`src/rtl/cfg_rx_pkg.sv`:
```
package cfg_rx_pkg;

  typedef enum logic [1:0] {
    RX_IDLE   = 2'd0,
    RX_ACTIVE = 2'd1,
    RX_ABORT  = 2'd2
  } rx_state_t;

  // both active-low controls asserted: a byte is being offered
  function automatic logic is_write(input logic cs_n, input logic wr_n);
    return (!cs_n) && (!wr_n);
  endfunction

  // select held but strobe released: abort request inside a sequence
  function automatic logic is_abort_req(input logic cs_n, input logic wr_n);
    return (!cs_n) && wr_n;
  endfunction

endpackage

```
`src/rtl/cfg_rx_lane_swap.sv`:
```
module cfg_rx_lane_swap #(
  parameter int W = 8
) (
  input  logic [W-1:0] pins,
  output logic [W-1:0] word
);
  // pin 0 carries the MSB, so lane k maps to bit W-1-k
  for (genvar k = 0; k < W; k++) begin : g_lane
    assign word[W-1-k] = pins[k];
  end
endmodule

```
`src/rtl/cfg_rx_seq.sv`:
```
module cfg_rx_seq
  import cfg_rx_pkg::*;
#(
  parameter int ABORT_CYCLES = 4
) (
  input  logic clk,
  input  logic rst_n,
  input  logic cs_n,
  input  logic wr_n,
  output logic abort_start,
  output logic abort_busy,
  output logic abort_done
);
  localparam int CW = (ABORT_CYCLES > 1) ? $clog2(ABORT_CYCLES) : 1;
  localparam logic [CW-1:0] LAST = CW'(ABORT_CYCLES - 1);

  rx_state_t     state_q, state_d;
  logic [CW-1:0] cnt_q;
  logic          done_q;
  logic          abort_end;

  assign abort_start = (state_q == RX_ACTIVE) && is_abort_req(cs_n, wr_n);
  assign abort_busy  = (state_q == RX_ABORT);
  assign abort_end   = abort_busy && (cnt_q == LAST);
  assign abort_done  = done_q;

  always_comb begin
    state_d = state_q;
    unique case (state_q)
      RX_IDLE:   if (is_write(cs_n, wr_n)) state_d = RX_ACTIVE;
      RX_ACTIVE: if (cs_n) state_d = RX_IDLE;
                 else if (abort_start) state_d = RX_ABORT;
      RX_ABORT:  if (abort_end) state_d = RX_IDLE;
      default:   state_d = RX_IDLE;
    endcase
  end

  always_ff @(posedge clk) begin
    if (!rst_n) begin
      state_q <= RX_IDLE;
      cnt_q   <= '0;
      done_q  <= 1'b0;
    end else begin
      state_q <= state_d;
      done_q  <= abort_end;
      if (abort_start)     cnt_q <= '0;
      else if (abort_busy) cnt_q <= cnt_q + 1'b1;
    end
  end

  // the window opened by an abort stays busy until its count is used up
  assert_abort_opens_R7: assert property (@(posedge clk) disable iff (!rst_n)
    abort_start |=> abort_busy);
  assert_abort_holds_R7: assert property (@(posedge clk) disable iff (!rst_n)
    (abort_busy && !abort_end) |=> abort_busy);
  // completion is a single-cycle pulse
  assert_done_pulse_R9: assert property (@(posedge clk) disable iff (!rst_n)
    abort_done |=> !abort_done);
endmodule

```
`src/rtl/cfg_rx_outreg.sv`:
```
module cfg_rx_outreg #(
  parameter int W = 8
) (
  input  logic         clk,
  input  logic         rst_n,
  input  logic         load,
  input  logic         flush,
  input  logic [W-1:0] din,
  input  logic         ready,
  output logic [W-1:0] dout,
  output logic         valid
);
  always_ff @(posedge clk) begin
    if (!rst_n) begin
      valid <= 1'b0;
      dout  <= '0;
    end else if (flush) begin
      valid <= 1'b0;
    end else if (load) begin
      valid <= 1'b1;
      dout  <= din;
    end else if (ready) begin
      valid <= 1'b0;
    end
  end

  // a stalled byte keeps its value
  assert_stall_stable_R6: assert property (@(posedge clk) disable iff (!rst_n)
    (valid && !ready && !flush) |=> (valid && $stable(dout)));
  // a flush leaves nothing pending
  assert_flush_drops_R8: assert property (@(posedge clk) disable iff (!rst_n)
    flush |=> !valid);
endmodule

```
`src/rtl/cfg_byte_rx.sv`:
```
module cfg_byte_rx
  import cfg_rx_pkg::*;
#(
  parameter int DATA_W       = 8,
  parameter int ABORT_CYCLES = 4
) (
  input  logic              clk,
  input  logic              rst_n,
  input  logic              cfg_cs_n,
  input  logic              cfg_wr_n,
  input  logic [DATA_W-1:0] cfg_d,
  output logic              cfg_busy,
  output logic              abort_done,
  output logic [DATA_W-1:0] byte_data,
  output logic              byte_valid,
  input  logic              byte_ready
);
  logic              abort_start;
  logic              abort_busy;
  logic              take_byte;
  logic [DATA_W-1:0] swapped;

  cfg_rx_lane_swap #(.W(DATA_W)) u_swap (
    .pins (cfg_d),
    .word (swapped)
  );

  cfg_rx_seq #(.ABORT_CYCLES(ABORT_CYCLES)) u_seq (
    .clk         (clk),
    .rst_n       (rst_n),
    .cs_n        (cfg_cs_n),
    .wr_n        (cfg_wr_n),
    .abort_start (abort_start),
    .abort_busy  (abort_busy),
    .abort_done  (abort_done)
  );

  assign cfg_busy  = abort_busy || !byte_ready;
  assign take_byte = is_write(cfg_cs_n, cfg_wr_n) && !cfg_busy;

  cfg_rx_outreg #(.W(DATA_W)) u_out (
    .clk   (clk),
    .rst_n (rst_n),
    .load  (take_byte),
    .flush (abort_start),
    .din   (swapped),
    .ready (byte_ready),
    .dout  (byte_data),
    .valid (byte_valid)
  );

  // a new byte only ever follows an edge with select and strobe low
  assert_rise_needs_select_R3: assert property (@(posedge clk) disable iff (!rst_n)
    $rose(byte_valid) |-> $past(!cfg_cs_n && !cfg_wr_n));
  // backpressure reaches the agent
  assert_busy_on_stall_R4: assert property (@(posedge clk) disable iff (!rst_n)
    !byte_ready |-> cfg_busy);
  // nothing becomes valid straight out of an abort cycle
  assert_no_take_in_abort_R8: assert property (@(posedge clk) disable iff (!rst_n)
    abort_busy |=> !$rose(byte_valid));
endmodule

```
`config.mk`:
```
export PLATFORM = sky130hd
export DESIGN_NAME = cfg_byte_rx
export DESIGN_NICKNAME = d
export VERILOG_FILES = /design/src/rtl/cfg_rx_pkg.sv /design/src/rtl/cfg_rx_lane_swap.sv /design/src/rtl/cfg_rx_seq.sv /design/src/rtl/cfg_rx_outreg.sv /design/src/rtl/cfg_byte_rx.sv
export SDC_FILE = /design/constraint.sdc
export NUM_CORES = 1
export LEC_CHECK = 0
export BUFFER_PORTS_ARGS = -buffer_cell sky130_fd_sc_hd__buf_2
export CORE_MARGIN = 2
export CORE_UTILIZATION = 45
export CTS_CLUSTER_SIZE = 12
export DETAILED_ROUTE_END_ITERATION = 8
export GPL_ROUTABILITY_DRIVEN = 0
export PLACE_DENSITY = 0.73
export RECOVER_POWER = 25
export SYNTH_ARGS = -nofsm -noshare
export SYNTH_HDL_FRONTEND = slang
export SYNTH_HIERARCHICAL = 1
export SYNTH_SLANG_ARGS = --single-unit
```
`constraint.sdc`:
```
create_clock -name clk -period 2.9 [get_ports clk]
set_input_delay 0.145 -clock clk [delete_from_list [all_inputs] [get_ports clk]]
set_output_delay 0.145 -clock clk [all_outputs]
set_load 0.05 [all_outputs]
```
==> results of run 1 <==
==> Yosys cell counts, drive strengths merged <==
library cell / number
nor2: 2
and4bb: 1
dfxtp: 14
xnor2: 1
nor4b: 2
nor2b: 4
inv: 1
o211a: 1
nand2b: 2
nand2: 16
buf: 12
ha: 1
mux2i: 9
and3: 1
o21a: 1
==> sequential cells by signal, indices dropped and copies added, names as in the netlist <==
name              flops
u_seq/state_q         2
u_seq/abort_done      1
u_seq/cnt_q           2
u_out/valid           1
u_out/dout            8
==> per-layer routing <==
layer	share of wire, %	up-vias	GRT usage, %
met5	0	-	0
met3	5.5	0	4.255
met4	0	0	7.273
met1	44	216	14.74
li1	-	243	-
met2	50	10	19.40
==> power breakdown <==
part | internal [mW] | leakage (nW) | switching, mW
clock network | 0.0763 | 0.0210 | 0.0641
logic | 0.0186 | 0.214 | 0.0347
registers | 0.198 | 0.114 | 0.00257
==> layout make-up <==
class,count,area (sq um),share of cell area [%]
multi-input cells,41,299.0,39.70
flip-flops and latches,14,280.3,37.21
repair buffers,23,113.9,15.12
clock buffers,4,36.28,4.817
well taps,16,20.02,2.658
inverters,1,3.754,0.4983
==> worst max path at each step <==
stage,from,to,cells past startpoint
floorplan,u_seq/state_q[1]$_SDFFE_PN0P_,u_out/dout[0]$_SDFFE_PN0P_,6
global route,u_seq/state_q[1]$_SDFFE_PN0P_,cfg_busy,3
CTS,u_seq/state_q[1]$_SDFFE_PN0P_,u_out/dout[1]$_SDFFE_PN0P_,4
detailed placement,u_seq/state_q[1]$_SDFFE_PN0P_,u_out/dout[1]$_SDFFE_PN0P_,4
global placement,u_seq/state_q[1]$_SDFFE_PN0P_,u_out/dout[1]$_SDFFE_PN0P_,4
finish,u_seq/state_q[1]$_SDFFE_PN0P_,cfg_busy,3
==> kinds of logic after synthesis <==
logic type | after synthesis | synth area share (%)
AND/OR/NAND/NOR | 28 | 25.54
buffers and inverters | 13 | 15.65
AO/OA/AOI/OAI | 2 | 2.518
flip-flops | 14 | 40.29
adder cells (fa/ha/maj) | 1 | 1.798
multiplexers | 9 | 12.95
XOR/XNOR | 1 | 1.259
==> per-stage QoR <==
step | hold slack (ns) | instances
after floorplan | 0.2223 | 68
after global placement | 0.3642 | 95
after detailed placement | 0.3642 | 95
after CTS | 0.05722 | 99
after global routing | 0.06999 | 99
final | 0.06642 | 99
==> placed cells by master (no fill, tap or decap), types with 2 or more instances in the layout <==
cell	instances
sky130_fd_sc_hd__buf_2	22
sky130_fd_sc_hd__nand2_1	15
sky130_fd_sc_hd__dfxtp_1	14
sky130_fd_sc_hd__mux2i_1	9
sky130_fd_sc_hd__clkbuf_4	3
sky130_fd_sc_hd__nand2b_1	2
sky130_fd_sc_hd__nor2b_4	2
sky130_fd_sc_hd__nor2b_1	2
sky130_fd_sc_hd__nor2_1	2
==> run_summary.xml, run 1 <==
<?xml version="1.0" encoding="UTF-8"?>
<metrics>
  <group name="grt">
    <metric name="globalRoute.totalOverflow" unit="">0</metric>
    <metric name="grt_antenna_before_repair" unit="">0</metric>
    <metric name="grt_first_pass_wirelength" unit="microns">1725</metric>
    <metric name="grt_pass1_vias" unit="">444</metric>
    <metric name="pin_count_of_the_biggest_net_entering_global_routing" unit="">22</metric>
    <metric name="global_route.usage.total" unit="%">12.43</metric>
  </group>
  <group name="worst_setup_path">
    <metric name="timing.critical_path.buf_inv" unit="">1</metric>
    <metric name="cpPeakStageDelay" unit="ns">0.41</metric>
    <metric name="cp_max_fo" unit="">6</metric>
    <metric name="r2r_cells" unit="">4</metric>
    <metric name="critical_path.slowest_cell" unit="">sky130_fd_sc_hd__nor2b_1</metric>
    <metric name="worst_ep_arrival_time" unit="ns">1.45</metric>
    <metric name="ff2ff_setup_slack" unit="ns">1.37</metric>
    <metric name="timing.critical_path.from_type" unit="">register</metric>
    <metric name="worst_r2r_startpoint" unit="">u_seq/state_q[1]$_SDFFE_PN0P_</metric>
    <metric name="cp_cell_sequence" unit="">nor2b_1 -&gt; nand2b_1 -&gt; buf_2</metric>
    <metric name="r2r_end" unit="">u_out/dout[6]$_SDFFE_PN0P_</metric>
    <metric name="worst_setup_path_end_kind" unit="">primary output</metric>
    <metric name="timing.setup.critical_path_class" unit="">register to primary output</metric>
    <metric name="worst_path_dominant_cell_family" unit="">simple AND/OR/NAND/NOR gates</metric>
    <metric name="worst-endpoint-required" unit="ns">2.76</metric>
  </group>
  <group name="yosys">
    <metric name="yosysSeqAreaShare" unit="%">40.29</metric>
    <metric name="netlist_area" unit="sq um">695.7</metric>
    <metric name="yosysTopAreaCell" unit="">sky130_fd_sc_hd__dfxtp_1</metric>
    <metric name="syn_nets" unit="">82</metric>
    <metric name="yosysUniqueCellTypes" unit="">19</metric>
    <metric name="synth_instances" unit="">68</metric>
    <metric name="synth_top_cells_by_area" unit="">sky130_fd_sc_hd__dfxtp_1 40%, sky130_fd_sc_hd__mux2i_1 13%, sky130_fd_sc_hd__buf_4 8.6%, sky130_fd_sc_hd__nand2_1 8.1%, sky130_fd_sc_hd__buf_6 6.5%</metric>
    <metric name="synth_largest_type_area_fraction" unit="%">40.29</metric>
    <metric name="ys_ff_latch" unit="">14</metric>
    <metric name="yosys_warnings" unit="">6</metric>
    <metric name="synth_area_per_cell" unit="sq um">10.23</metric>
  </group>
  <group name="detailed_routing">
    <metric name="detailedRoute.firstIterationViolations" unit="">5</metric>
    <metric name="route.final.wire_length" unit="microns">1064</metric>
    <metric name="drc" unit="">0</metric>
    <metric name="vias_cell" unit="">4.737</metric>
    <metric name="num_vias" unit="">469</metric>
    <metric name="post_route_antenna_net_violation_count" unit="">0</metric>
    <metric name="drt-pass1-iter-count" unit="">4</metric>
    <metric name="post_drt_wl_per_cell" unit="microns">10.75</metric>
  </group>
  <group name="pwr">
    <metric name="cellPowerDensity" unit="nW/um^2">523.0</metric>
    <metric name="power_total" unit="uW">393.9</metric>
    <metric name="peakVddDrop" unit="mV">0.3058</metric>
    <metric name="total_leakage_power" unit="nW">0.3489</metric>
  </group>
  <group name="clock_tree">
    <metric name="tritoncts_num_sinks" unit="">14</metric>
    <metric name="clk_pin_slew_worst_paths" unit="ns">0.09</metric>
    <metric name="numCtsBuffers" unit="">3</metric>
    <metric name="cts-root-buf" unit="">sky130_fd_sc_hd__clkbuf_4</metric>
    <metric name="tritoncts_clock_tree" unit="">yes</metric>
    <metric name="post_cts_hold_buffers" unit="">0</metric>
    <metric name="source_to_sink_clock_delay_at_the_later_pin_of_the_worst_skew_pair" unit="ns">0.27</metric>
    <metric name="post-cts-setup-buffer-count" unit="">0</metric>
    <metric name="cts-resized-gates" unit="">0</metric>
    <metric name="cts_buffer_depth" unit="">2</metric>
    <metric name="h_tree_lvl_count" unit="">1</metric>
  </group>
  <group name="sta">
    <metric name="timing.fmax" unit="GHz">0.6270</metric>
    <metric name="max_slew_margin" unit="%">60.41</metric>
    <metric name="finalCritPeriodShare" unit="%">54.99</metric>
    <metric name="timing.setup.tns" unit="ns">0</metric>
    <metric name="fin_crit" unit="ns">1.595</metric>
    <metric name="final_max_slew_viol_count" unit="">0</metric>
    <metric name="hold_viol" unit="">0</metric>
    <metric name="transition_time_at_the_pin_with_the_least_slew_margin" unit="ns">0.5965</metric>
    <metric name="fin_skew" unit="ns">0.0009652</metric>
    <metric name="grt_setup_unrepaired" unit="">false</metric>
    <metric name="worst_slack" unit="ns">1.305</metric>
    <metric name="setup_viol_count_final" unit="">0</metric>
  </group>
  <group name="placement">
    <metric name="dp_slack" unit="ns">1.446</metric>
    <metric name="area_post_placement" unit="sq um">725.7</metric>
    <metric name="io_port_bufs" unit="">23</metric>
    <metric name="detailedPlacementHpwl" unit="microns">828.5</metric>
  </group>
  <group name="floorplan">
    <metric name="initial_core_util" unit="%">47.28</metric>
    <metric name="row_count" unit="">14</metric>
    <metric name="core_area" unit="sq um">1471</metric>
    <metric name="chipHeight" unit="microns">43.32</metric>
    <metric name="boundaryPins" unit="">24</metric>
    <metric name="die_outline_area" unit="sq um">1877</metric>
    <metric name="die_width" unit="microns">43.32</metric>
  </group>
  <group name="min_path">
    <metric name="timing.hold.worst_endpoint" unit="">u_seq/state_q[0]$_SDFFE_PN0P_</metric>
    <metric name="hold_path_startpoint" unit="">cfg_cs_n</metric>
    <metric name="min-delay-path-class" unit="">input port to register</metric>
    <metric name="whs_path_depth" unit="">2</metric>
  </group>
  <group name="final_layout">
    <metric name="syn_to_final_growth" unit="%">8.273</metric>
    <metric name="final_design_area_no_fill" unit="sq um">753.2</metric>
    <metric name="fillers" unit="">162</metric>
    <metric name="num_antenna_cells" unit="">0</metric>
    <metric name="finalCoreUtilization" unit="%">51.19</metric>
    <metric name="layout-drive-gt1-share" unit="%">38.55</metric>
    <metric name="net_count_reported_at_finish" unit="">98</metric>
  </group>
  <group name="job">
    <metric name="cap_viol_max_count" unit="">0</metric>
  </group>
  <group name="run_status">
    <metric name="run_status" unit="">completed</metric>
  </group>
</metrics>
Power figures use the tool's default switching activity.
==> run 2: changes to the inputs <==
--- a/config.mk
+++ b/config.mk
@@ -5,9 +5,10 @@
 export SDC_FILE = /design/constraint.sdc
 export NUM_CORES = 1
 export LEC_CHECK = 0
+export ABC_AREA = 1
 export BUFFER_PORTS_ARGS = -buffer_cell sky130_fd_sc_hd__buf_2
 export CORE_MARGIN = 2
-export CORE_UTILIZATION = 45
+export CORE_UTILIZATION = 43
 export CTS_CLUSTER_SIZE = 12
 export DETAILED_ROUTE_END_ITERATION = 8
 export GPL_ROUTABILITY_DRIVEN = 0
==> constraint.sdc (replaced) <==
create_clock -name clk -period 1.38 [get_ports clk]
set_input_delay 0.069 -clock clk [delete_from_list [all_inputs] [get_ports clk]]
set_output_delay 0.069 -clock clk [all_outputs]
set_load 0.05 [all_outputs]
==> run_summary.xml, run 2 <==
<?xml version="1.0" encoding="UTF-8"?>
<metrics>
  <group name="run_status">
    <metric name="run_status" unit="">completed</metric>
  </group>
  <group name="floorplan">
    <metric name="core_area" unit="sq um">1524</metric>
    <metric name="die_outline_area" unit="sq um">1994</metric>
    <metric name="chipHeight" unit="microns">44.66</metric>
    <metric name="initial_core_util" unit="%">46.63</metric>
    <metric name="die_width" unit="microns">44.66</metric>
    <metric name="boundaryPins" unit="">24</metric>
    <metric name="row_count" unit="">14</metric>
  </group>
  <group name="yosys">
    <metric name="synth.most_common_cell" unit="">sky130_fd_sc_hd__nor2_1</metric>
    <metric name="synth_instances" unit="">105</metric>
    <metric name="yosysTopAreaCell" unit="">sky130_fd_sc_hd__dfxtp_1</metric>
    <metric name="synth_top_cells_by_area" unit="">sky130_fd_sc_hd__dfxtp_1 39%, sky130_fd_sc_hd__nor2_1 11%, sky130_fd_sc_hd__inv_1 10%, sky130_fd_sc_hd__nand2_1 9.5%, sky130_fd_sc_hd__buf_4 8.5%</metric>
    <metric name="asyncSetResetFlopFracSynth" unit="%">0</metric>
    <metric name="yosysUniqueCellTypes" unit="">16</metric>
    <metric name="synth_enable_flop_cells" unit="">0</metric>
    <metric name="netlist_area" unit="sq um">710.7</metric>
    <metric name="synth-main-ff-cell" unit="">sky130_fd_sc_hd__dfxtp_1</metric>
    <metric name="syn_nets" unit="">119</metric>
    <metric name="ys_top_cells_by_count" unit="">20 x sky130_fd_sc_hd__nor2_1, 19 x sky130_fd_sc_hd__inv_1, 18 x sky130_fd_sc_hd__nand2_1, 14 x sky130_fd_sc_hd__dfxtp_1, 10 x sky130_fd_sc_hd__nand3_1</metric>
    <metric name="yosys_warnings" unit="">6</metric>
    <metric name="synth_largest_type_area_fraction" unit="%">39.44</metric>
    <metric name="synth_area_per_cell" unit="sq um">6.768</metric>
    <metric name="ys_ff_latch" unit="">14</metric>
    <metric name="yosysSeqAreaShare" unit="%">39.44</metric>
  </group>
  <group name="clock_tree">
    <metric name="h_tree_lvl_count" unit="">1</metric>
    <metric name="post_cts_hold_buffers" unit="">1</metric>
    <metric name="cts_buffer_depth" unit="">2</metric>
    <metric name="tritoncts_num_sinks" unit="">14</metric>
    <metric name="tritoncts_clock_tree" unit="">yes</metric>
    <metric name="numCtsBuffers" unit="">3</metric>
    <metric name="cts-resized-gates" unit="">0</metric>
    <metric name="clk_pin_slew_worst_paths" unit="ns">0.08</metric>
    <metric name="post-cts-setup-buffer-count" unit="">0</metric>
    <metric name="source_to_sink_clock_delay_at_the_later_pin_of_the_worst_skew_pair" unit="ns">0.27</metric>
    <metric name="cts-root-buf" unit="">sky130_fd_sc_hd__clkbuf_4</metric>
  </group>
  <group name="worst_setup_path">
    <metric name="critical_path.slowest_cell" unit="">sky130_fd_sc_hd__dfxtp_1</metric>
    <metric name="cpMostUsedCell" unit="">sky130_fd_sc_hd__inv_1</metric>
    <metric name="worst_ep_arrival_time" unit="ns">1.20</metric>
    <metric name="worst-endpoint-required" unit="ns">1.31</metric>
    <metric name="cp_cell_sequence" unit="">inv_1 -&gt; nor2_2 -&gt; inv_1 -&gt; nand2_2 -&gt; buf_2</metric>
    <metric name="cp_max_fo" unit="">6</metric>
    <metric name="worst_setup_path_end_kind" unit="">primary output</metric>
    <metric name="path_depth" unit="">5</metric>
    <metric name="timing.critical_path.buf_inv" unit="">3</metric>
    <metric name="r2r_cells" unit="">9</metric>
    <metric name="timing.setup.critical_path_class" unit="">register to primary output</metric>
    <metric name="worst_path_dominant_cell_family" unit="">flip-flops</metric>
    <metric name="cpPeakStageDelay" unit="ns">0.40</metric>
    <metric name="timing.critical_path.from_type" unit="">register</metric>
  </group>
  <group name="pwr">
    <metric name="total_leakage_power" unit="nW">0.4372</metric>
    <metric name="p_int" unit="uW">567.0</metric>
    <metric name="peakVddDrop" unit="mV">0.5157</metric>
    <metric name="clock_power_share" unit="%">27.1</metric>
    <metric name="power_frac_comb" unit="%">19.0</metric>
    <metric name="seqPwrFrac" unit="%">53.9</metric>
    <metric name="power.net_switching" unit="uW">226.8</metric>
    <metric name="power.share.switching" unit="%">28.57</metric>
    <metric name="cellPowerDensity" unit="nW/um^2">989.9</metric>
  </group>
  <group name="sta">
    <metric name="hold_ws" unit="ns">0.06559</metric>
    <metric name="timing.fmax" unit="GHz">0.7870</metric>
    <metric name="fin_crit" unit="ns">1.271</metric>
    <metric name="timing.setup.tns" unit="ns">0</metric>
    <metric name="fin_skew" unit="ns">0.003776</metric>
    <metric name="max_slew_margin" unit="%">60.61</metric>
    <metric name="grt_setup_unrepaired" unit="">false</metric>
    <metric name="setup_viol_count_final" unit="">0</metric>
    <metric name="final_max_slew_viol_count" unit="">0</metric>
    <metric name="hold_viol" unit="">0</metric>
    <metric name="finalCritPeriodShare" unit="%">92.07</metric>
    <metric name="transition_time_at_the_pin_with_the_least_slew_margin" unit="ns">0.5934</metric>
  </group>
  <group name="final_layout">
    <metric name="largest_registers" unit="">u_out/dout: 8 flops, u_seq/cnt_q: 2 flops, u_seq/state_q: 2 flops</metric>
    <metric name="finalCoreUtilization" unit="%">52.63</metric>
    <metric name="largest_register" unit="">u_out/dout</metric>
    <metric name="net_count_reported_at_finish" unit="">139</metric>
    <metric name="syn_to_final_growth" unit="%">12.85</metric>
    <metric name="final_design_area_no_fill" unit="sq um">802.0</metric>
    <metric name="num_antenna_cells" unit="">0</metric>
    <metric name="largest_register_ff_count" unit="">8</metric>
    <metric name="mostFrequentLayoutCell" unit="">sky130_fd_sc_hd__nor2_1</metric>
    <metric name="layout-drive-gt1-share" unit="%">26.02</metric>
    <metric name="final_cell_mix" unit="">20 x sky130_fd_sc_hd__nor2_1, 19 x sky130_fd_sc_hd__inv_1, 19 x sky130_fd_sc_hd__nand2_1, 19 x sky130_fd_sc_hd__buf_2, 14 x sky130_fd_sc_hd__dfxtp_1</metric>
    <metric name="post_layout_nonfiller_instances" unit="">139</metric>
  </group>
  <group name="job">
    <metric name="cap_viol_max_count" unit="">0</metric>
  </group>
  <group name="detailed_routing">
    <metric name="drc" unit="">0</metric>
    <metric name="post_drt_wl_per_cell" unit="microns">8.626</metric>
    <metric name="detailedRoute.firstIterationViolations" unit="">1</metric>
    <metric name="post_route_antenna_net_violation_count" unit="">0</metric>
    <metric name="vias_cell" unit="">4.460</metric>
    <metric name="drt-pass1-iter-count" unit="">2</metric>
    <metric name="route.final.wire_length" unit="microns">1199</metric>
    <metric name="num_vias" unit="">620</metric>
  </group>
  <group name="min_path">
    <metric name="whs_path_depth" unit="">4</metric>
    <metric name="min-delay-path-class" unit="">input port to register</metric>
  </group>
  <group name="placement">
    <metric name="detailedPlacementHpwl" unit="microns">944.1</metric>
    <metric name="area_post_placement" unit="sq um">777.0</metric>
    <metric name="io_port_bufs" unit="">23</metric>
    <metric name="numPlacedInstances" unit="">135</metric>
  </group>
  <group name="grt">
    <metric name="grt_pass1_vias" unit="">554</metric>
    <metric name="grt_antenna_before_repair" unit="">0</metric>
    <metric name="grt_first_pass_wirelength" unit="microns">1987</metric>
    <metric name="pin_count_of_the_biggest_net_entering_global_routing" unit="">13</metric>
    <metric name="globalRoute.totalOverflow" unit="">0</metric>
    <metric name="global_route.usage.total" unit="%">13.50</metric>
  </group>
</metrics>
==> run 2: cell count changes after synthesis, sizes merged, moves of 2 or more <==
cell,change
a21oi,+2
buf,-2
inv,+21
mux2i,-9
nand2,+5
nand2b,-2
nand3,+10
nor2,+21
nor2b,-4
nor3,+2
nor4b,-2
==> run 2: routing by layer <==
| layer | part of all wire (%) | GRT usage, % |
|---|---|---|
| met4 | 0.50 | 5.455 |
| met1 | 44 | 14.89 |
| met2 | 50 | 24.06 |
| met5 | 0 | 0 |
| met3 | 5.5 | 3.673 |
==> run 2: kinds of logic (layout without fill, tap and decap cells) <==
family,after synthesis,after routing,synth area share (%)
AO/OA/AOI/OAI,2,2,1.936
adder cells (fa/ha/maj),1,1,1.760
buffers and inverters,32,50,22.36
flip-flops,14,14,39.44
AND/OR/NAND/NOR,56,56,34.51
==> run 2: cell type report <==
cell class	instances	area [sq um]
fillers	172	721.9
repair buffers	25	127.6
multi-input cells	59	269.0
clock buffers	3	22.52
flip-flops and latches	14	280.3
well taps	16	20.02
inverters	22	82.58
==> run 2: path summary, 6_finish.rpt <==
kind / slack, ns / endpoint / start
worst min-delay path: 0.07 / u_seq/state_q[0]$_SDFFE_PN0P_ / cfg_wr_n
worst min register to register: 0.46 / u_out/valid$_SDFFE_PP0P_ / u_out/valid$_SDFFE_PP0P_
worst max register to register: 0.21 / u_out/dout[3]$_SDFFE_PN0P_ / u_seq/state_q[1]$_SDFFE_PN0P_
worst max-delay path: 0.11 / cfg_busy / u_seq/state_q[1]$_SDFFE_PN0P_
==> run 2: worst register-to-register path: cells and delay by family, from the launching register on <==
kind / cells / cell delay (ns)
AND/OR/NAND/NOR: 6 / 0.42
buffers and inverters: 3 / 0.31
flip-flops: 1 / 0.35
==> run 2: metrics by stage <==
step                setup WS, ns  total power, mW
CTS                      0.07857           0.8100
finish                    0.1094           0.7939
detailed placement        0.2146           0.5893
global placement          0.2569           0.5868
global route             0.01892           0.8429
floorplan                0.02948           0.5642
==> run 2: power groups by stage <==
| stage | clock [mW] | sequential [mW] | combinational [mW] |
|---|---|---|---|
| global route | 0.246 | 0.430 | 0.167 |
| CTS | 0.228 | 0.428 | 0.154 |
| finish | 0.215 | 0.428 | 0.151 |
| global placement | 0 | 0.437 | 0.149 |
| floorplan | 0 | 0.484 | 0.0798 |
| detailed placement | 0 | 0.438 | 0.152 |
==> run 3: changes to the inputs <==
--- a/config.mk
+++ b/config.mk
@@ -5,14 +5,13 @@
 export SDC_FILE = /design/constraint.sdc
 export NUM_CORES = 1
 export LEC_CHECK = 0
-export ABC_AREA = 1
 export BUFFER_PORTS_ARGS = -buffer_cell sky130_fd_sc_hd__buf_2
 export CORE_MARGIN = 2
-export CORE_UTILIZATION = 43
+export CORE_UTILIZATION = 42
 export CTS_CLUSTER_SIZE = 12
 export DETAILED_ROUTE_END_ITERATION = 8
 export GPL_ROUTABILITY_DRIVEN = 0
-export PLACE_DENSITY = 0.73
+export PLACE_DENSITY = 0.72
 export RECOVER_POWER = 25
 export SYNTH_ARGS = -nofsm -noshare
 export SYNTH_HDL_FRONTEND = slang
==> run_summary.xml, run 3 (same netlist as run 1, synthesis figures left out) <==
<?xml version="1.0" encoding="UTF-8"?>
<metrics>
  <group name="worst_setup_path">
    <metric name="worst-endpoint-required" unit="ns">1.31</metric>
    <metric name="worst_setup_path_end_kind" unit="">primary output</metric>
    <metric name="r2r_end" unit="">u_out/dout[2]$_SDFFE_PN0P_</metric>
    <metric name="r2r_cells" unit="">5</metric>
    <metric name="ff2ff_setup_slack" unit="ns">0.12</metric>
    <metric name="timing.setup.critical_path_class" unit="">register to primary output</metric>
    <metric name="worst_r2r_startpoint" unit="">u_seq/state_q[1]$_SDFFE_PN0P_</metric>
    <metric name="cp_max_fo" unit="">5</metric>
    <metric name="timing.critical_path.from_type" unit="">register</metric>
    <metric name="worst_ep_arrival_time" unit="ns">1.23</metric>
  </group>
  <group name="pwr">
    <metric name="peakVddDrop" unit="mV">0.5920</metric>
    <metric name="power_frac_comb" unit="%">14.9</metric>
    <metric name="total_leakage_power" unit="nW">0.3573</metric>
    <metric name="seqPwrFrac" unit="%">50.9</metric>
    <metric name="power.net_switching" unit="uW">203.8</metric>
    <metric name="clock_power_share" unit="%">34.2</metric>
    <metric name="power.share.switching" unit="%">24.62</metric>
    <metric name="p_int" unit="uW">623.7</metric>
    <metric name="cellPowerDensity" unit="nW/um^2">1029</metric>
  </group>
  <group name="final_layout">
    <metric name="largest_register" unit="">u_out/dout</metric>
    <metric name="layout-drive-gt1-share" unit="%">36.47</metric>
    <metric name="net_count_reported_at_finish" unit="">100</metric>
    <metric name="post_layout_nonfiller_instances" unit="">101</metric>
    <metric name="final_cell_mix" unit="">17 x sky130_fd_sc_hd__buf_2, 15 x sky130_fd_sc_hd__nand2_1, 14 x sky130_fd_sc_hd__dfxtp_1</metric>
    <metric name="syn_to_final_growth" unit="%">15.65</metric>
    <metric name="finalCoreUtilization" unit="%">52.79</metric>
    <metric name="seqCellArea" unit="sq um">280.3</metric>
    <metric name="largest_register_ff_count" unit="">8</metric>
    <metric name="num_antenna_cells" unit="">0</metric>
    <metric name="final_design_area_no_fill" unit="sq um">804.5</metric>
    <metric name="fillers" unit="">136</metric>
    <metric name="largest_registers" unit="">u_out/dout: 8 flops, u_seq/cnt_q: 2 flops, u_seq/state_q: 2 flops</metric>
    <metric name="mostFrequentLayoutCell" unit="">sky130_fd_sc_hd__buf_2</metric>
    <metric name="multi_input_area" unit="sq um">315.3</metric>
  </group>
  <group name="clock_tree">
    <metric name="cts-root-buf" unit="">sky130_fd_sc_hd__clkbuf_4</metric>
    <metric name="tritoncts_clock_tree" unit="">yes</metric>
    <metric name="clk_pin_slew_worst_paths" unit="ns">0.09</metric>
    <metric name="source_to_sink_clock_delay_at_the_later_pin_of_the_worst_skew_pair" unit="ns">0.27</metric>
    <metric name="numCtsBuffers" unit="">3</metric>
    <metric name="h_tree_lvl_count" unit="">1</metric>
    <metric name="cts_buffer_depth" unit="">2</metric>
    <metric name="tritoncts_num_sinks" unit="">14</metric>
  </group>
  <group name="min_path">
    <metric name="min-delay-path-class" unit="">input port to register</metric>
    <metric name="whs_path_depth" unit="">3</metric>
    <metric name="timing.hold.worst_endpoint" unit="">u_out/dout[6]$_SDFFE_PN0P_</metric>
    <metric name="hold_path_startpoint" unit="">cfg_d[1]</metric>
  </group>
  <group name="grt">
    <metric name="grt_pass1_vias" unit="">399</metric>
    <metric name="grt_antenna_before_repair" unit="">0</metric>
    <metric name="grt_first_pass_wirelength" unit="microns">1669</metric>
    <metric name="global_route.usage.total" unit="%">11.88</metric>
    <metric name="pin_count_of_the_biggest_net_entering_global_routing" unit="">22</metric>
    <metric name="globalRoute.totalOverflow" unit="">0</metric>
  </group>
  <group name="floorplan">
    <metric name="boundaryPins" unit="">24</metric>
    <metric name="initial_core_util" unit="%">45.65</metric>
    <metric name="die_outline_area" unit="sq um">1998</metric>
    <metric name="die_width" unit="microns">44.70</metric>
    <metric name="chipHeight" unit="microns">44.70</metric>
    <metric name="row_count" unit="">14</metric>
    <metric name="core_area" unit="sq um">1524</metric>
  </group>
  <group name="placement">
    <metric name="area_post_placement" unit="sq um">733.2</metric>
    <metric name="io_port_bufs" unit="">23</metric>
    <metric name="detailedPlacementHpwl" unit="microns">737</metric>
    <metric name="numPlacedInstances" unit="">96</metric>
  </group>
  <group name="sta">
    <metric name="final_max_slew_viol_count" unit="">0</metric>
    <metric name="fin_skew" unit="ns">0.007566</metric>
    <metric name="setup_viol_count_final" unit="">0</metric>
    <metric name="finalCritPeriodShare" unit="%">94.34</metric>
    <metric name="max_slew_margin" unit="%">60.28</metric>
    <metric name="timing.setup.tns" unit="ns">0</metric>
    <metric name="hold_viol" unit="">0</metric>
    <metric name="timing.fmax" unit="GHz">0.7681</metric>
    <metric name="fin_crit" unit="ns">1.302</metric>
    <metric name="hold_ws" unit="ns">0.03116</metric>
    <metric name="grt_setup_unrepaired" unit="">false</metric>
    <metric name="transition_time_at_the_pin_with_the_least_slew_margin" unit="ns">0.5983</metric>
  </group>
  <group name="detailed_routing">
    <metric name="detailedRoute.firstIterationViolations" unit="">5</metric>
    <metric name="route.final.wire_length" unit="microns">1031</metric>
    <metric name="drt-pass1-iter-count" unit="">3</metric>
    <metric name="post_drt_wl_per_cell" unit="microns">10.21</metric>
    <metric name="drc" unit="">0</metric>
    <metric name="vias_cell" unit="">4.604</metric>
    <metric name="num_vias" unit="">465</metric>
    <metric name="post_route_antenna_net_violation_count" unit="">0</metric>
  </group>
  <group name="job">
    <metric name="cap_viol_max_count" unit="">0</metric>
  </group>
  <group name="run_status">
    <metric name="run_status" unit="">completed</metric>
  </group>
</metrics>
run 3: worst max-delay path, cell delays in order, from the launching register on:
cell	delay [ns]
sky130_fd_sc_hd__dfxtp_1	0.35
sky130_fd_sc_hd__nor2b_4	0.19
sky130_fd_sc_hd__buf_4	0.16
sky130_fd_sc_hd__nand2b_1	0.12
sky130_fd_sc_hd__buf_6	0.16
run 3: area by class of cell:
cell class	instances	area share (%)
multi-input cells	41	39.19
flip-flops and latches	14	34.84
repair buffers	25	18.51
clock buffers	4	4.510
well taps	16	2.488
inverters	1	0.4666
run 3: routing by layer:
| metal | vias up | wire length [microns] | share of wire, % | global-route usage, % |
|---|---|---|---|---|
| met5 | - | 0 | 0 | 0 |
| met4 | 0 | 19 | 1.8 | 9.091 |
| met3 | 2 | 56 | 5.4 | 4.000 |
| met2 | 11 | 486 | 47 | 17.68 |
| met1 | 204 | 469 | 45 | 14.00 |
| li1 | 248 | - | - | - |
run 3: how the worst max path moves through the flow:
stage	slack (ns)	end	startpoint	cells past startpoint
detailed placement	-0.03	u_out/dout[3]$_SDFFE_PN0P_	u_seq/state_q[1]$_SDFFE_PN0P_	4
global placement	0.007	u_out/dout[2]$_SDFFE_PN0P_	u_seq/state_q[1]$_SDFFE_PN0P_	4
floorplan	0.01	u_out/dout[0]$_SDFFE_PN0P_	u_seq/state_q[1]$_SDFFE_PN0P_	6
CTS	0.04	u_out/dout[1]$_SDFFE_PN0P_	u_seq/state_q[1]$_SDFFE_PN0P_	5
finish	0.08	cfg_busy	u_seq/state_q[1]$_SDFFE_PN0P_	4
global route	0.002	cfg_busy	u_seq/state_q[1]$_SDFFE_PN0P_	4
run 3: timing repair:
item	4_1_cts	5_1_grt
endpoints found under the setup margin	8	9
hold buffers	1	0
hold endpoints to repair	1	0
buffers inserted	1	0
gates resized for setup	0	4
pin swaps	0	1
run 3: through the flow:
stage	power (mW)	setup slack [ns]
global placement	0.5430	0.006734
CTS	0.8319	0.03600
global route	0.8690	0.002337
floorplan	0.5333	0.01256
finish	0.8275	0.07806
detailed placement	0.5439	-0.02645
run 3: power by group through the flow:
stage | Sequential (mW) | Clock (mW) | Combinational [mW]
4_1_cts | 0.422 | 0.289 | 0.121
2_1_floorplan | 0.463 | 0 | 0.0701
6_report | 0.422 | 0.283 | 0.123
5_1_grt | 0.423 | 0.314 | 0.132
3_3_place_gp | 0.431 | 0 | 0.112
3_5_place_dp | 0.431 | 0 | 0.113
